<file path="config.mk">
export PLATFORM = sky130hd
export DESIGN_NAME = susp_resume_ctrl
export DESIGN_NICKNAME = d
export VERILOG_FILES = /design/src/rtl/flash_sr_pkg.sv /design/src/rtl/sr_cmd_decode.sv /design/src/rtl/sr_fsm.sv /design/src/rtl/sr_access_gate.sv /design/src/rtl/susp_resume_ctrl.sv
export SDC_FILE = /design/constraint.sdc
export NUM_CORES = 1
export LEC_CHECK = 0
export BUFFER_PORTS_ARGS = -buffer_cell sky130_fd_sc_hd__buf_2
export CAP_MARGIN = 20
export CELL_PAD_IN_SITES_DETAIL_PLACEMENT = 2
export CELL_PAD_IN_SITES_GLOBAL_PLACEMENT = 2
export CORE_UTILIZATION = 29
export CTS_CLUSTER_SIZE = 40
export DETAILED_ROUTE_END_ITERATION = 8
export HOLD_SLACK_MARGIN = 0.15
export PLACE_DENSITY = 0.85
export SLEW_MARGIN = 20
export SYNTH_ARGS = -nofsm -noshare
export SYNTH_HDL_FRONTEND = slang
export SYNTH_HIERARCHICAL = 1
export SYNTH_SLANG_ARGS = --single-unit
</file>
<file path="constraint.sdc">
create_clock -name clk -period 2.4 [get_ports clk]
set_clock_uncertainty 0.1 [all_clocks]
set_input_delay 0.36 -clock clk [delete_from_list [all_inputs] [get_ports clk]]
set_output_delay 0.36 -clock clk [all_outputs]
set_load 0.1 [all_outputs]
</file>
<file path="src/rtl/flash_sr_pkg.sv">
// Package: shared state codes and command byte values for the
// suspend-resume controller. Assumes an 8-bit command bus.
package flash_sr_pkg;

    typedef enum logic [2:0] {
        ST_IDLE       = 3'd0,
        ST_ERASING    = 3'd1,
        ST_ERASE_SUSP = 3'd2,
        ST_PROG_IN_ES = 3'd3,
        ST_PROGRAMMING= 3'd4,
        ST_PROG_SUSP  = 3'd5
    } sr_state_e;

    localparam logic [7:0] OP_ERASE  = 8'h20;
    localparam logic [7:0] OP_PROG   = 8'h40;
    localparam logic [7:0] OP_SUSP   = 8'hB0;
    localparam logic [7:0] OP_RESUME = 8'hD0;

    typedef struct packed {
        logic erase;
        logic prog;
        logic susp;
        logic resume;
    } sr_cmd_t;

endpackage

</file>
<file path="src/rtl/sr_cmd_decode.sv">
// Command decoder: turns a strobed command byte into one-hot request
// flags. Assumes the byte is valid in the cycle that cmd_we is high.
// Unknown bytes produce no request.
module sr_cmd_decode
    import flash_sr_pkg::*;
(
    input  logic        cmd_we,
    input  logic [7:0]  cmd_byte,
    output sr_cmd_t     cmd
);

    // Purpose: compare the byte against each known opcode under the strobe.
    always_comb begin
        cmd        = '0;
        cmd.erase  = cmd_we && (cmd_byte == OP_ERASE);
        cmd.prog   = cmd_we && (cmd_byte == OP_PROG);
        cmd.susp   = cmd_we && (cmd_byte == OP_SUSP);
        cmd.resume = cmd_we && (cmd_byte == OP_RESUME);
    end

endmodule

</file>
<file path="src/rtl/sr_fsm.sv">
// Sequencer: holds the operation state, the erase and program targets,
// and whether a suspended program sits on top of a held erase.
// Assumes op_done is a single-cycle pulse. The done pulse outranks
// any command that arrives in the same cycle.
module sr_fsm
    import flash_sr_pkg::*;
#(
    parameter int BLK_W = 4
) (
    input  logic             clk,
    input  logic             rst_n,
    input  sr_cmd_t          cmd,
    input  logic [BLK_W-1:0] cmd_blk,
    input  logic             op_done,
    output sr_state_e        state_q,
    output logic [BLK_W-1:0] erase_blk_q,
    output logic [BLK_W-1:0] prog_blk_q,
    output logic             erase_held
);

    sr_state_e state_d;
    logic      nested_q;

    // Purpose: an erase is held beneath the current state.
    always_comb begin
        erase_held = (state_q == ST_ERASE_SUSP) || (state_q == ST_PROG_IN_ES) ||
                     ((state_q == ST_PROG_SUSP) && nested_q);
    end

    // Purpose: next-state selection from commands and completion.
    always_comb begin
        state_d = state_q;
        unique case (state_q)
            ST_IDLE: begin
                if (cmd.erase)     state_d = ST_ERASING;
                else if (cmd.prog) state_d = ST_PROGRAMMING;
            end
            ST_ERASING: begin
                if (op_done)       state_d = ST_IDLE;
                else if (cmd.susp) state_d = ST_ERASE_SUSP;
            end
            ST_ERASE_SUSP: begin
                if (cmd.resume)    state_d = ST_ERASING;
                else if (cmd.prog && (cmd_blk != erase_blk_q))
                                   state_d = ST_PROG_IN_ES;
            end
            ST_PROG_IN_ES: begin
                if (op_done)       state_d = ST_ERASE_SUSP;
                else if (cmd.susp) state_d = ST_PROG_SUSP;
            end
            ST_PROGRAMMING: begin
                if (op_done)       state_d = ST_IDLE;
                else if (cmd.susp) state_d = ST_PROG_SUSP;
            end
            ST_PROG_SUSP: begin
                if (cmd.resume)    state_d = nested_q ? ST_PROG_IN_ES : ST_PROGRAMMING;
            end
            default:               state_d = ST_IDLE;
        endcase
    end

    // Purpose: state register with synchronous active-low reset.
    always_ff @(posedge clk) begin
        if (!rst_n) state_q <= ST_IDLE;
        else        state_q <= state_d;
    end

    // Purpose: capture operation targets when an operation starts.
    always_ff @(posedge clk) begin
        if (!rst_n) begin
            erase_blk_q <= '0;
            prog_blk_q  <= '0;
        end else begin
            if (state_q == ST_IDLE && state_d == ST_ERASING)
                erase_blk_q <= cmd_blk;
            if (state_d == ST_PROGRAMMING && state_q == ST_IDLE)
                prog_blk_q <= cmd_blk;
            if (state_d == ST_PROG_IN_ES && state_q == ST_ERASE_SUSP)
                prog_blk_q <= cmd_blk;
        end
    end

    // Purpose: remember whether a program suspend was taken over a held erase.
    always_ff @(posedge clk) begin
        if (!rst_n)
            nested_q <= 1'b0;
        else if (state_d == ST_PROG_SUSP && state_q != ST_PROG_SUSP)
            nested_q <= (state_q == ST_PROG_IN_ES);
    end

endmodule

</file>
<file path="src/rtl/sr_access_gate.sv">
// Access gate: grants reads against the current state and the held
// targets, and registers a one-cycle error for any refused read or
// refused program. Assumes the targets are stable while held.
module sr_access_gate
    import flash_sr_pkg::*;
#(
    parameter int BLK_W = 4
) (
    input  logic             clk,
    input  logic             rst_n,
    input  sr_state_e        state_q,
    input  logic             erase_held,
    input  logic [BLK_W-1:0] erase_blk_q,
    input  logic [BLK_W-1:0] prog_blk_q,
    input  logic             rd_req,
    input  logic [BLK_W-1:0] rd_blk,
    input  logic             prog_cmd,
    input  logic [BLK_W-1:0] cmd_blk,
    output logic             grant,
    output logic             err_q
);

    logic quiet_state;
    logic hit_erase;
    logic hit_prog;
    logic prog_refused;

    // Purpose: decide whether the addressed block may be read now.
    always_comb begin
        quiet_state  = (state_q == ST_IDLE) || (state_q == ST_ERASE_SUSP) ||
                       (state_q == ST_PROG_SUSP);
        hit_erase    = erase_held && (rd_blk == erase_blk_q);
        hit_prog     = (state_q == ST_PROG_SUSP) && (rd_blk == prog_blk_q);
        grant        = rd_req && quiet_state && !hit_erase && !hit_prog;
        prog_refused = prog_cmd && (state_q == ST_ERASE_SUSP) && (cmd_blk == erase_blk_q);
    end

    // Purpose: one-cycle error flag for a refused request.
    always_ff @(posedge clk) begin
        if (!rst_n) err_q <= 1'b0;
        else        err_q <= (rd_req && !grant) || prog_refused;
    end

endmodule

</file>
<file path="src/rtl/susp_resume_ctrl.sv">
// Top: suspend-resume controller for a flash-style command interface.
// It decodes commands, sequences erase/program with nested suspend, and
// gates reads per block. Assumes a single clock domain and a synchronous
// active-low reset. Assumes at most one operation timer reports done.
module susp_resume_ctrl
    import flash_sr_pkg::*;
#(
    parameter int BLK_W = 4
) (
    input  logic             clk,
    input  logic             rst_n,
    input  logic             cmd_we,
    input  logic [7:0]       cmd_byte,
    input  logic [BLK_W-1:0] cmd_blk,
    input  logic             op_done,
    input  logic             rd_req,
    input  logic [BLK_W-1:0] rd_blk,
    output logic [2:0]       state,
    output logic [BLK_W-1:0] susp_blk,
    output logic             suspended,
    output logic             access_ok,
    output logic             access_err
);

    sr_cmd_t          cmd;
    sr_state_e        state_q;
    logic [BLK_W-1:0] erase_blk_q;
    logic [BLK_W-1:0] prog_blk_q;
    logic             erase_held;

    sr_cmd_decode u_dec (
        .cmd_we   (cmd_we),
        .cmd_byte (cmd_byte),
        .cmd      (cmd)
    );

    sr_fsm #(.BLK_W(BLK_W)) u_fsm (
        .clk         (clk),
        .rst_n       (rst_n),
        .cmd         (cmd),
        .cmd_blk     (cmd_blk),
        .op_done     (op_done),
        .state_q     (state_q),
        .erase_blk_q (erase_blk_q),
        .prog_blk_q  (prog_blk_q),
        .erase_held  (erase_held)
    );

    sr_access_gate #(.BLK_W(BLK_W)) u_gate (
        .clk         (clk),
        .rst_n       (rst_n),
        .state_q     (state_q),
        .erase_held  (erase_held),
        .erase_blk_q (erase_blk_q),
        .prog_blk_q  (prog_blk_q),
        .rd_req      (rd_req),
        .rd_blk      (rd_blk),
        .prog_cmd    (cmd.prog),
        .cmd_blk     (cmd_blk),
        .grant       (access_ok),
        .err_q       (access_err)
    );

    // Purpose: present state code, held flag and held erase block.
    always_comb begin
        state     = state_q;
        suspended = (state_q == ST_ERASE_SUSP) || (state_q == ST_PROG_IN_ES) ||
                    (state_q == ST_PROG_SUSP);
        susp_blk  = erase_held ? erase_blk_q : '0;
    end

endmodule

</file>
Word level (Yosys, flattened, before mapping)
Cells that the tools add are included.
{"block": "totals", "ff_bits": 13, "input_bits": 21, "word_cells": 67}
{"block": "classes", "eq_ne": 18, "n_mux": 15, "n_reduce_logical": 29}
{"op": "two-way mux 3 bit", "n": 11}
{"op": "logical AND 1 bit", "n": 18}
{"op": "one-hot mux 3 bit (6 select lines)", "n": 1}
{"op": "== test 8 bit, second input constant", "n": 2}
{"op": "== test 3 bit, second input constant", "n": 4}
{"op": "== test 4 bit", "n": 3}
{"op": "two-way mux 4 bit", "n": 3}
{"op": "== test 3 x 2 -> 1 bit, second input constant", "n": 3}
{"op": "== test 8 x 6 -> 1 bit, second input constant", "n": 1}
{"op": "== test 8 x 7 -> 1 bit, second input constant", "n": 1}
{"op": "== test 3 x 1 -> 1 bit, second input constant", "n": 2}
{"op": "logical OR 1 bit", "n": 6}
{"op": "!= test 4 bit", "n": 1}
{"op": "zero test 1 bit", "n": 3}
{"op": "zero test 3 bit", "n": 1}
{"op": "!= test 3 bit, second input constant", "n": 1}
{"op": "nonzero test 2 bit", "n": 1}

Depth between registers and ports, before layout
Gate-level depths: netlist of the first run.
{"block": "logic_depth", "depth_word": 10, "mapped_depth": 8, "mapped_depth_nobuf": 7}

Hierarchy
The synthesis of the first run kept the hierarchy.
{"mod": "sr_fsm", "instances": 1, "cells_per_inst": 77, "area_per_inst_um2": 710.7}
{"mod": "sr_access_gate", "instances": 1, "cells_per_inst": 28, "area_per_inst_um2": 215.2}
{"mod": "sr_cmd_decode", "instances": 1, "cells_per_inst": 10, "area_per_inst_um2": 90.1}
{"mod": "susp_resume_ctrl", "instances": 1, "cells_per_inst": 7, "area_per_inst_um2": 45.0}

Worst setup path after synthesis of the first run
OpenSTA, ideal clock, no wires.
{"block": "synth_path", "path_kind": "reg-to-output", "from": "register u_fsm.state_q[1]", "to": "output access_ok", "arrival_time_ns": 4.076, "setup_slack_ns": -2.136, "stages_incl_launch_ff": 8, "n_path_buf": 1, "path_cell_list": "dfxtp_1 > buf_6 > and2b_2 > nand3_1 > o21ai_0 > o21ai_0 > nor4b_2 > nor3b_1"}
{"block": "synth_between", "elab_chain_cells": 7}
{"element": "start: declaration", "line_no": "sr_fsm.sv:15", "source": "output sr_state_e state_q,"}
{"element": "start signal: assignment", "line_no": "sr_fsm.sv:65", "source": "else state_q <= state_d;"}
{"element": "== test 3 x 2 -> 1 bit or == test 3 bit (tied branches)", "line_no": "sr_fsm.sv:26, sr_fsm.sv:27"}
{"element": "logical OR 1 bit or logical AND 1 bit (tied branches)", "line_no": "sr_fsm.sv:26, sr_fsm.sv:27"}
{"element": "logical OR 1 bit *", "line_no": "sr_fsm.sv:26", "source": "erase_held = (state_q == ST_ERASE_SUSP) || (state_q == ST_PROG_IN_ES) ||"}
{"element": "net erase_held", "line_no": "susp_resume_ctrl.sv:29", "source": "logic erase_held;"}
{"element": "logical AND 1 bit *", "line_no": "sr_access_gate.sv:32", "source": "hit_erase = erase_held && (rd_blk == erase_blk_q);"}
{"element": "zero test 1 bit *", "line_no": "sr_access_gate.sv:34", "source": "grant = rd_req && quiet_state && !hit_erase && !hit_prog;"}
{"element": "logical AND 1 bit * (2 in series)", "line_no": "sr_access_gate.sv:34"}
{"element": "end: declaration", "line_no": "susp_resume_ctrl.sv:21", "source": "output logic access_ok,"}
Mark *: on every way through the listed nets, which the timed path passes. The rest lies on a longest branch.

Worst setup path after layout of the first run
Same ends and word-level chain as after synthesis.

==> run_results.csv, run 1 <==
group,metric,value,unit
global_routing,antenna_found_initial,0,
critical_path,path_max_fanout,5,
logic_synthesis,ys.flop_type,"dfxtp_1",
global_routing,gr-usage-all-layers,17.3,%
detailed_routing,vias,1020,
detailed_routing,drcViolationCount,0,
cells_and_area,nets,178,
sta,period_minus_slack,2.27,ns
sta,hold_viol_final,0,
detailed_routing,drt_iter0_markers,20,
critical_path,critical_path_arrival,1.81,ns
critical_path,crit_chain,"and2b_2, nand3_2, o21ai_4, o21ai_2, nor4b_4, nor3b_4, buf_6",
cts,cts_hold_buf,0,
global_routing,gr-total-overflow,0,
power,p_sw,0.109,mW
floorplan,die_h,62.5,um
hold_path,hold_class,"in -> reg",
logic_synthesis,synth_fp_nets,143,
placed_design,dp_hpwl,2680,um
detailed_routing,firstDrtPassIters,2,
cts,clk_pin_slew,0.08,ns
power,power.density,311,nW/um^2
logic_synthesis,synth_area_per_cell,8.70,um^2
power,irDropWorstVdd,0.125,mV
logic_synthesis,postSynthCellCount,122,
power,p_comb_share,16.8,%
logic_synthesis,ys_types,42,
global_routing,globalRouteMet3Util,3.47,%
cells_and_area,layout_common_cells,"buf_2 (29), nand2_1 (12), dfxtp_1 (10)",
power,power.share.switching,26.1,%
sta,fin_crit_sh,94.6,%
cells_and_area,filler_cell_count,398,
sta,rsz0062_at_grt,"false",
critical_path,worst_path_max_delay_cell,"dfxtp_4",
sta,finalSetupViolCount,0,
power,power_frac_clock,31.9,%
global_routing,grt_pass1_vias,1149,
floorplan,start_util,31.1,%
sta,whs,0.274,ns
floorplan,die_x,62.5,um
placed_design,gp_congestion,0.771,
power,p_leak,0.550,nW
global_routing,use_met1,21.1,%
critical_path,required,1.94,ns
sta,worst_pin_slew,0.488,ns
critical_path,path_class,"reg -> out",
sta,maxSlewViolCount,0,
critical_path,critical_path.max_stage_delay,0.35,ns
sta,slew_headroom,67.2,%
placed_design,place_area,1280,um^2
logic_synthesis,ys.warnings.count,6,
power,p_int,0.310,mW
power,seqPwrFrac,51.3,%
logic_synthesis,synth-edff-count,0,
floorplan,core,3420,um^2
placed_design,place_ws,0.0210,ns
logic_synthesis,synth-async-reset-ratio,0,%
cells_and_area,final_area,1350,um^2
cells_and_area,drive_gt1_share,39.7,%
cts,cts_made_buffers,3,
critical_path,cp_top_family,"simple AND/OR/NAND/NOR gates",
cts,cts_root_buf,"clkbuf_4",
logic_synthesis,ys_seq_area_share,24.5,%
cts,cts_tree,"done",
flow_run,drv_cap,0,
cells_and_area,final_util,39.4,%
cells_and_area,diodes,0,
global_routing,grt_max_degree,18,
sta,layout_setup_ws,0.128,ns
global_routing,grt_busiest_layer,"met2",
logic_synthesis,yosys_register_bits,13,
power,fin_total_pwr,0.419,mW
status,status,"finished, final reports clean",
global_routing,grt.met2_usage,31.5,%
cts,cts_buffer_depth,2,
sta,fmax,440,MHz
cts,cts_max_level,1,
floorplan,fp-row-count,21,
cts,cts.sinks,13,
cts,clk_latency,0.27,ns
critical_path,cp-end-kind,"primary output",
global_routing,grt_first_pass_wirelength,5400,um
placed_design,portBuffers,30,
critical_path,critPathLaunchType,"flop",
floorplan,die_area,3900,um^2
logic_synthesis,syn_area,1060,um^2
cells_and_area,mostFrequentLayoutCell,"buf_2",
detailed_routing,vias_per_cell,5.05,
detailed_routing,avgRoutedWirePerCell,15.8,um
cells_and_area,area_growth,26.8,%
detailed_routing,final_antenna_net_count,0,
detailed_routing,wl,3190,um
floorplan,io_pins,31,
critical_path,critPathBufInv,1,
routing by layer:
layer	up-vias	share of wire, %
li1	500	-
met4	0	0.22
met3	2	2.2
met5	-	0
met2	13	53
met1	505	44
synthesized netlist by cell type, types with 2 or more instances:
master,n,area (um^2)
inv_1,9,33.8
o31a_1,2,17.5
nor3b_1,2,15.0
nand2b_1,4,25.0
nor2_1,4,15.0
nor3_2,2,20.0
xnor2_1,9,78.8
dfxtp_1,13,260
o21ai_0,6,30.0
nand4_1,5,31.3
o211a_1,2,20.0
buf_6,3,33.8
nor2b_1,4,25.0
and3_1,2,12.5
a21oi_1,2,10.0
and2_1,4,25.0
xor2_1,4,35.0
mux2i_1,8,80.1
nor4_2,2,25.0
nand2_1,12,45.0
nand3b_1,2,15.0
registers in the layout, summed over array words and instances, names as in the netlist:
register and flops:
u_fsm/erase_blk_q 4, u_fsm/state_q 3, u_gate/err_q 1, u_fsm/nested_q 1, u_fsm/prog_blk_q 4
worst register-to-register path: cells and delay by family (launching register included):
family / cells / cell delay, ns
buffers and inverters: 1 / 0.17
flip-flops: 1 / 0.35
AND/OR/NAND/NOR: 3 / 0.72
AO/OA/AOI/OAI: 4 / 0.41
per-stage QoR:
step | cells | setup TNS [ns]
finish | 202 | 0
global placement | 197 | 0
detailed placement | 197 | 0
CTS | 202 | 0
global route | 202 | 0
floorplan | 122 | -0.186
power groups by stage:
| stage | Combinational, mW | Clock, mW | Sequential, mW |
|---|---|---|---|
| floorplan | 0.0357 | 0 | 0.221 |
| global placement | 0.0644 | 0 | 0.220 |
| detailed placement | 0.0684 | 0 | 0.220 |
| CTS | 0.0712 | 0.141 | 0.215 |
| global route | 0.0767 | 0.152 | 0.215 |
| finish | 0.0704 | 0.133 | 0.215 |
logic make-up after synthesis:
logic type      share of synthesized area, %
compound gates                          16.6
xor+xnor                                10.7
buf+inv                                 6.72
flops                                   24.5
mux                                     7.55
simple gates                            33.8
path summary, 6_finish.rpt:
path / from / end / slack, ns / cells after the start
max: u_fsm/state_q[1]$_SDFF_PN0_ / access_ok / 0.13 / 7
min: rd_req / u_gate/err_q$_SDFF_PN0_ / 0.27 / 3
max reg2reg: u_fsm/state_q[1]$_SDFF_PN0_ / u_gate/err_q$_SDFF_PN0_ / 0.61 / 8
min reg2reg: u_fsm/prog_blk_q[0]$_SDFFE_PN0P_ / u_fsm/prog_blk_q[0]$_SDFFE_PN0P_ / 0.40 / 2
area by class of cell:
class	instances	area, um^2	share of cell area [%]
clock buffers	4	26.3	1.95
well taps	46	57.6	4.28
repair buffers	34	186	13.9
inverters	9	33.8	2.51
flip-flops and latches	13	267	19.8
multi-input cells	96	774	57.6
timing repair:
action                                  CTS  global route
buffers inserted                          1             0
pin swaps                                 1             1
endpoints found under the setup margin    1             1
gates resized for setup                   3             2
No activity file was read; power rests on OpenSTA's default activity.
==> run 2, diff against run 1 <==
--- a/config.mk
+++ b/config.mk
@@ -5,11 +5,12 @@
 export SDC_FILE = /design/constraint.sdc
 export NUM_CORES = 1
 export LEC_CHECK = 0
+export ABC_AREA = 1
 export BUFFER_PORTS_ARGS = -buffer_cell sky130_fd_sc_hd__buf_2
 export CAP_MARGIN = 20
 export CELL_PAD_IN_SITES_DETAIL_PLACEMENT = 2
 export CELL_PAD_IN_SITES_GLOBAL_PLACEMENT = 2
-export CORE_UTILIZATION = 29
+export CORE_UTILIZATION = 25
 export CTS_CLUSTER_SIZE = 40
 export DETAILED_ROUTE_END_ITERATION = 8
 export HOLD_SLACK_MARGIN = 0.15
==> run_results.csv, run 2 <==
group,metric,value,unit
hold_path,hold_class,"in -> reg",
cells_and_area,reg.largest.list,"u_fsm/erase_blk_q (4), u_fsm/prog_blk_q (4), u_fsm/state_q (3)",
power,irDropWorstVdd,0.138,mV
critical_path,required,1.94,ns
critical_path,critical_path.max_stage_delay,0.39,ns
floorplan,die_h,69.6,um
placed_design,place_area,1370,um^2
logic_synthesis,yosys.area_share.simple,48.2,%
logic_synthesis,yosys-top-cells-area,"dfxtp_1 (23%), nand2_1 (18%), inv_1 (13%)",
logic_synthesis,yosys_register_bits,13,
critical_path,r2r_end,"u_fsm/prog_blk_q[2]$_SDFFE_PN0P_",
sta,maxSlewViolCount,0,
cts,cts_buffer_depth,2,
detailed_routing,firstDrtPassIters,3,
logic_synthesis,ys.flop_type,"dfxtp_1",
hold_path,whs_path_depth,3,
power,p_int,0.359,mW
cts,clk_latency,0.24,ns
critical_path,path_max_fanout,9,
cts,cts_root_buf,"clkbuf_8",
placed_design,gp_congestion,0.835,
critical_path,cp-end-kind,"primary output",
logic_synthesis,yosys-top-cells-count,"nand2_1 (54), inv_1 (38), nor2_1 (19)",
sta,fin_crit_sh,92.7,%
detailed_routing,vias,1352,
sta,rsz0062_at_grt,"false",
global_routing,grt_max_degree,13,
logic_synthesis,synth_top_family_by_area,"simple AND/OR/NAND/NOR gates",
floorplan,fp-row-count,24,
critical_path,startpoint,"u_fsm/state_q[1]$_SDFF_PN0_",
placed_design,dp_hpwl,3070,um
cells_and_area,multi_input_area,721,um^2
critical_path,r2r_cells,13,
logic_synthesis,synth_top_area_share,22.8,%
logic_synthesis,synth_fp_nets,220,
logic_synthesis,synth-xor-area-share,3.07,%
power,p_comb_share,16.0,%
sta,slew_headroom,63.4,%
power,p_sw,0.133,mW
logic_synthesis,synth_area_per_cell,5.73,um^2
detailed_routing,drt_iter0_markers,13,
global_routing,antenna_found_initial,0,
cells_and_area,layout_common_cells,"nand2_1 (54), inv_1 (37), buf_2 (29)",
cells_and_area,filler_cell_count,563,
cells_and_area,area_growth,24.5,%
cts,cts_made_buffers,3,
sta,finalSetupViolCount,0,
power,power_frac_clock,40.5,%
sta,hold_viol_final,0,
cells_and_area,ff_latch_area,272,um^2
global_routing,grt_first_pass_wirelength,6670,um
floorplan,die_x,69.6,um
logic_synthesis,yosysTopAreaCell,"dfxtp_1",
logic_synthesis,muxShareOfSynthArea,0,%
cells_and_area,final_area,1420,um^2
cts,cts_tree,"done",
power,fin_total_pwr,0.493,mW
critical_path,critPathLaunchType,"flop",
placed_design,portBuffers,30,
cells_and_area,diodes,0,
logic_synthesis,ys_seq_area_share,22.8,%
cts,cts_max_level,1,
cts,clk_pin_slew,0.06,ns
logic_synthesis,synthAdderAreaFrac,0,%
cts,cts_hold_buf,0,
cts,cts.sinks,13,
logic_synthesis,synth-async-reset-ratio,0,%
power,power.share.switching,27.1,%
logic_synthesis,synthMostInstantiatedCell,"nand2_1",
logic_synthesis,syn_area,1140,um^2
cts,cts_resized,0,
detailed_routing,final_antenna_net_count,0,
placed_design,place_ws,0.214,ns
sta,fmax,449,MHz
floorplan,die_area,4840,um^2
sta,worst_pin_slew,0.545,ns
critical_path,r2r-start,"u_fsm/erase_blk_q[3]$_SDFFE_PN0P_",
critical_path,endpoint,"access_ok",
cells_and_area,drive_gt1_share,26.7,%
global_routing,gr-total-overflow,0,
cts,cts_setup_buffers,0,
floorplan,io_pins,31,
logic_synthesis,ys_types,28,
logic_synthesis,postSynthCellCount,199,
sta,period_minus_slack,2.23,ns
detailed_routing,wl,3850,um
power,seqPwrFrac,43.5,%
cells_and_area,mostFrequentLayoutCell,"nand2_1",
sta,layout_setup_ws,0.175,ns
floorplan,start_util,26.0,%
detailed_routing,drcViolationCount,0,
detailed_routing,vias_per_cell,4.76,
cells_and_area,nets,254,
critical_path,worst_path_max_delay_cell,"dfxtp_4",
floorplan,core,4380,um^2
critical_path,critical_path_arrival,1.77,ns
logic_synthesis,synth-edff-count,0,
status,status,"finished, final reports clean",
logic_synthesis,synth_compound_area_share,11.3,%
sta,finalSetupTns,0,ns
critical_path,path_class,"reg -> out",
detailed_routing,avgRoutedWirePerCell,13.6,um
global_routing,grt_pass1_vias,1443,
critical_path,crit_chain,"inv_2, nand3_2, o22ai_2, nand2_1, nor2_1, nand3b_1, nand3_1, clkinvlp_4, buf_4",
critical_path,ff2ff_setup_slack,0.68,ns
power,p_leak,0.709,nW
flow_run,drv_cap,0,
logic_synthesis,ys.warnings.count,6,
global_routing,gr-usage-all-layers,17.3,%
power,power.density,347,nW/um^2
==> run 2: changes by cell type after synthesis, moves of 4 or more <==
cell,delta
nand3_2,+4
nor2_1,+15
and2_1,-4
nor2b_1,-4
nand2b_1,-4
inv_1,+29
nor3_1,+6
a21oi_1,+6
nand2_1,+42
nand3_1,+12
xnor2_1,-6
mux2i_1,-8
nand2_2,+8
==> run 2: critical path, delay by kind of cell (launching register included) <==
| kind | cells | cell delay, ns |
|---|---|---|
| and+or+nand+nor | 5 | 0.53 |
| buffers and inverters | 3 | 0.45 |
| DFF | 1 | 0.39 |
| AOI/OAI and AO/OA | 1 | 0.14 |
==> run 2: routing by layer <==
metal / global-route usage [%] / wire [um] / vias up
li1: - / - / 687
met1: 22.0 / 1810 / 646
met2: 30.4 / 1960 / 15
met3: 1.74 / 50 / 4
met4: 5.44 / 28 / 0
met5: 0 / 0 / -
==> run 2: power by group through the flow <==
| stage | clock (mW) | combinational (mW) | sequential [mW] |
|---|---|---|---|
| 2_1_floorplan | 0 | 0.0404 | 0.224 |
| 6_report | 0.199 | 0.0791 | 0.214 |
| 4_1_cts | 0.208 | 0.0796 | 0.214 |
| 3_5_place_dp | 0 | 0.0784 | 0.219 |
| 5_1_grt | 0.220 | 0.0887 | 0.214 |
| 3_3_place_gp | 0 | 0.0752 | 0.219 |
==> run 2: cell families (layout without fill, tap and decap cells) <==
kind of cell | Yosys count | after routing
flip-flops | 13 | 13
AND/OR/NAND/NOR | 117 | 117
buffers and inverters | 43 | 76
AO/OA/AOI/OAI | 22 | 22
XOR/XNOR | 4 | 4
==> run 2: worst min path at each step <==
| stage | slack (ns) | start | endpoint |
|---|---|---|---|
| after floorplan | 0.37 | u_fsm/prog_blk_q[3]$_SDFFE_PN0P_ | u_fsm/prog_blk_q[3]$_SDFFE_PN0P_ |
| after global placement | 0.39 | u_fsm/prog_blk_q[3]$_SDFFE_PN0P_ | u_fsm/prog_blk_q[3]$_SDFFE_PN0P_ |
| after detailed placement | 0.40 | u_fsm/prog_blk_q[3]$_SDFFE_PN0P_ | u_fsm/prog_blk_q[3]$_SDFFE_PN0P_ |
| after CTS | 0.32 | rd_req | u_gate/err_q$_SDFF_PN0_ |
| after global routing | 0.34 | rd_req | u_gate/err_q$_SDFF_PN0_ |
| final | 0.33 | rst_n | u_fsm/prog_blk_q[3]$_SDFFE_PN0P_ |
==> run 2: cell type report <==
| cell class | count | area share [%] |
|---|---|---|
| multi-input cells | 143 | 50.7 |
| clock buffers | 4 | 3.17 |
| repair buffers | 31 | 11.3 |
| inverters | 41 | 11.1 |
| well taps | 52 | 4.58 |
| flip-flops and latches | 13 | 19.1 |
==> run 2: stage by stage <==
stage / cells / hold slack (ns) / util (%)
5_1_grt: 284 / 0.339 / 32.4
4_1_cts: 284 / 0.324 / 32.2
3_3_place_gp: 280 / 0.387 / 31.2
3_5_place_dp: 280 / 0.402 / 31.2
2_1_floorplan: 199 / 0.374 / -
6_report: 284 / 0.328 / 32.4
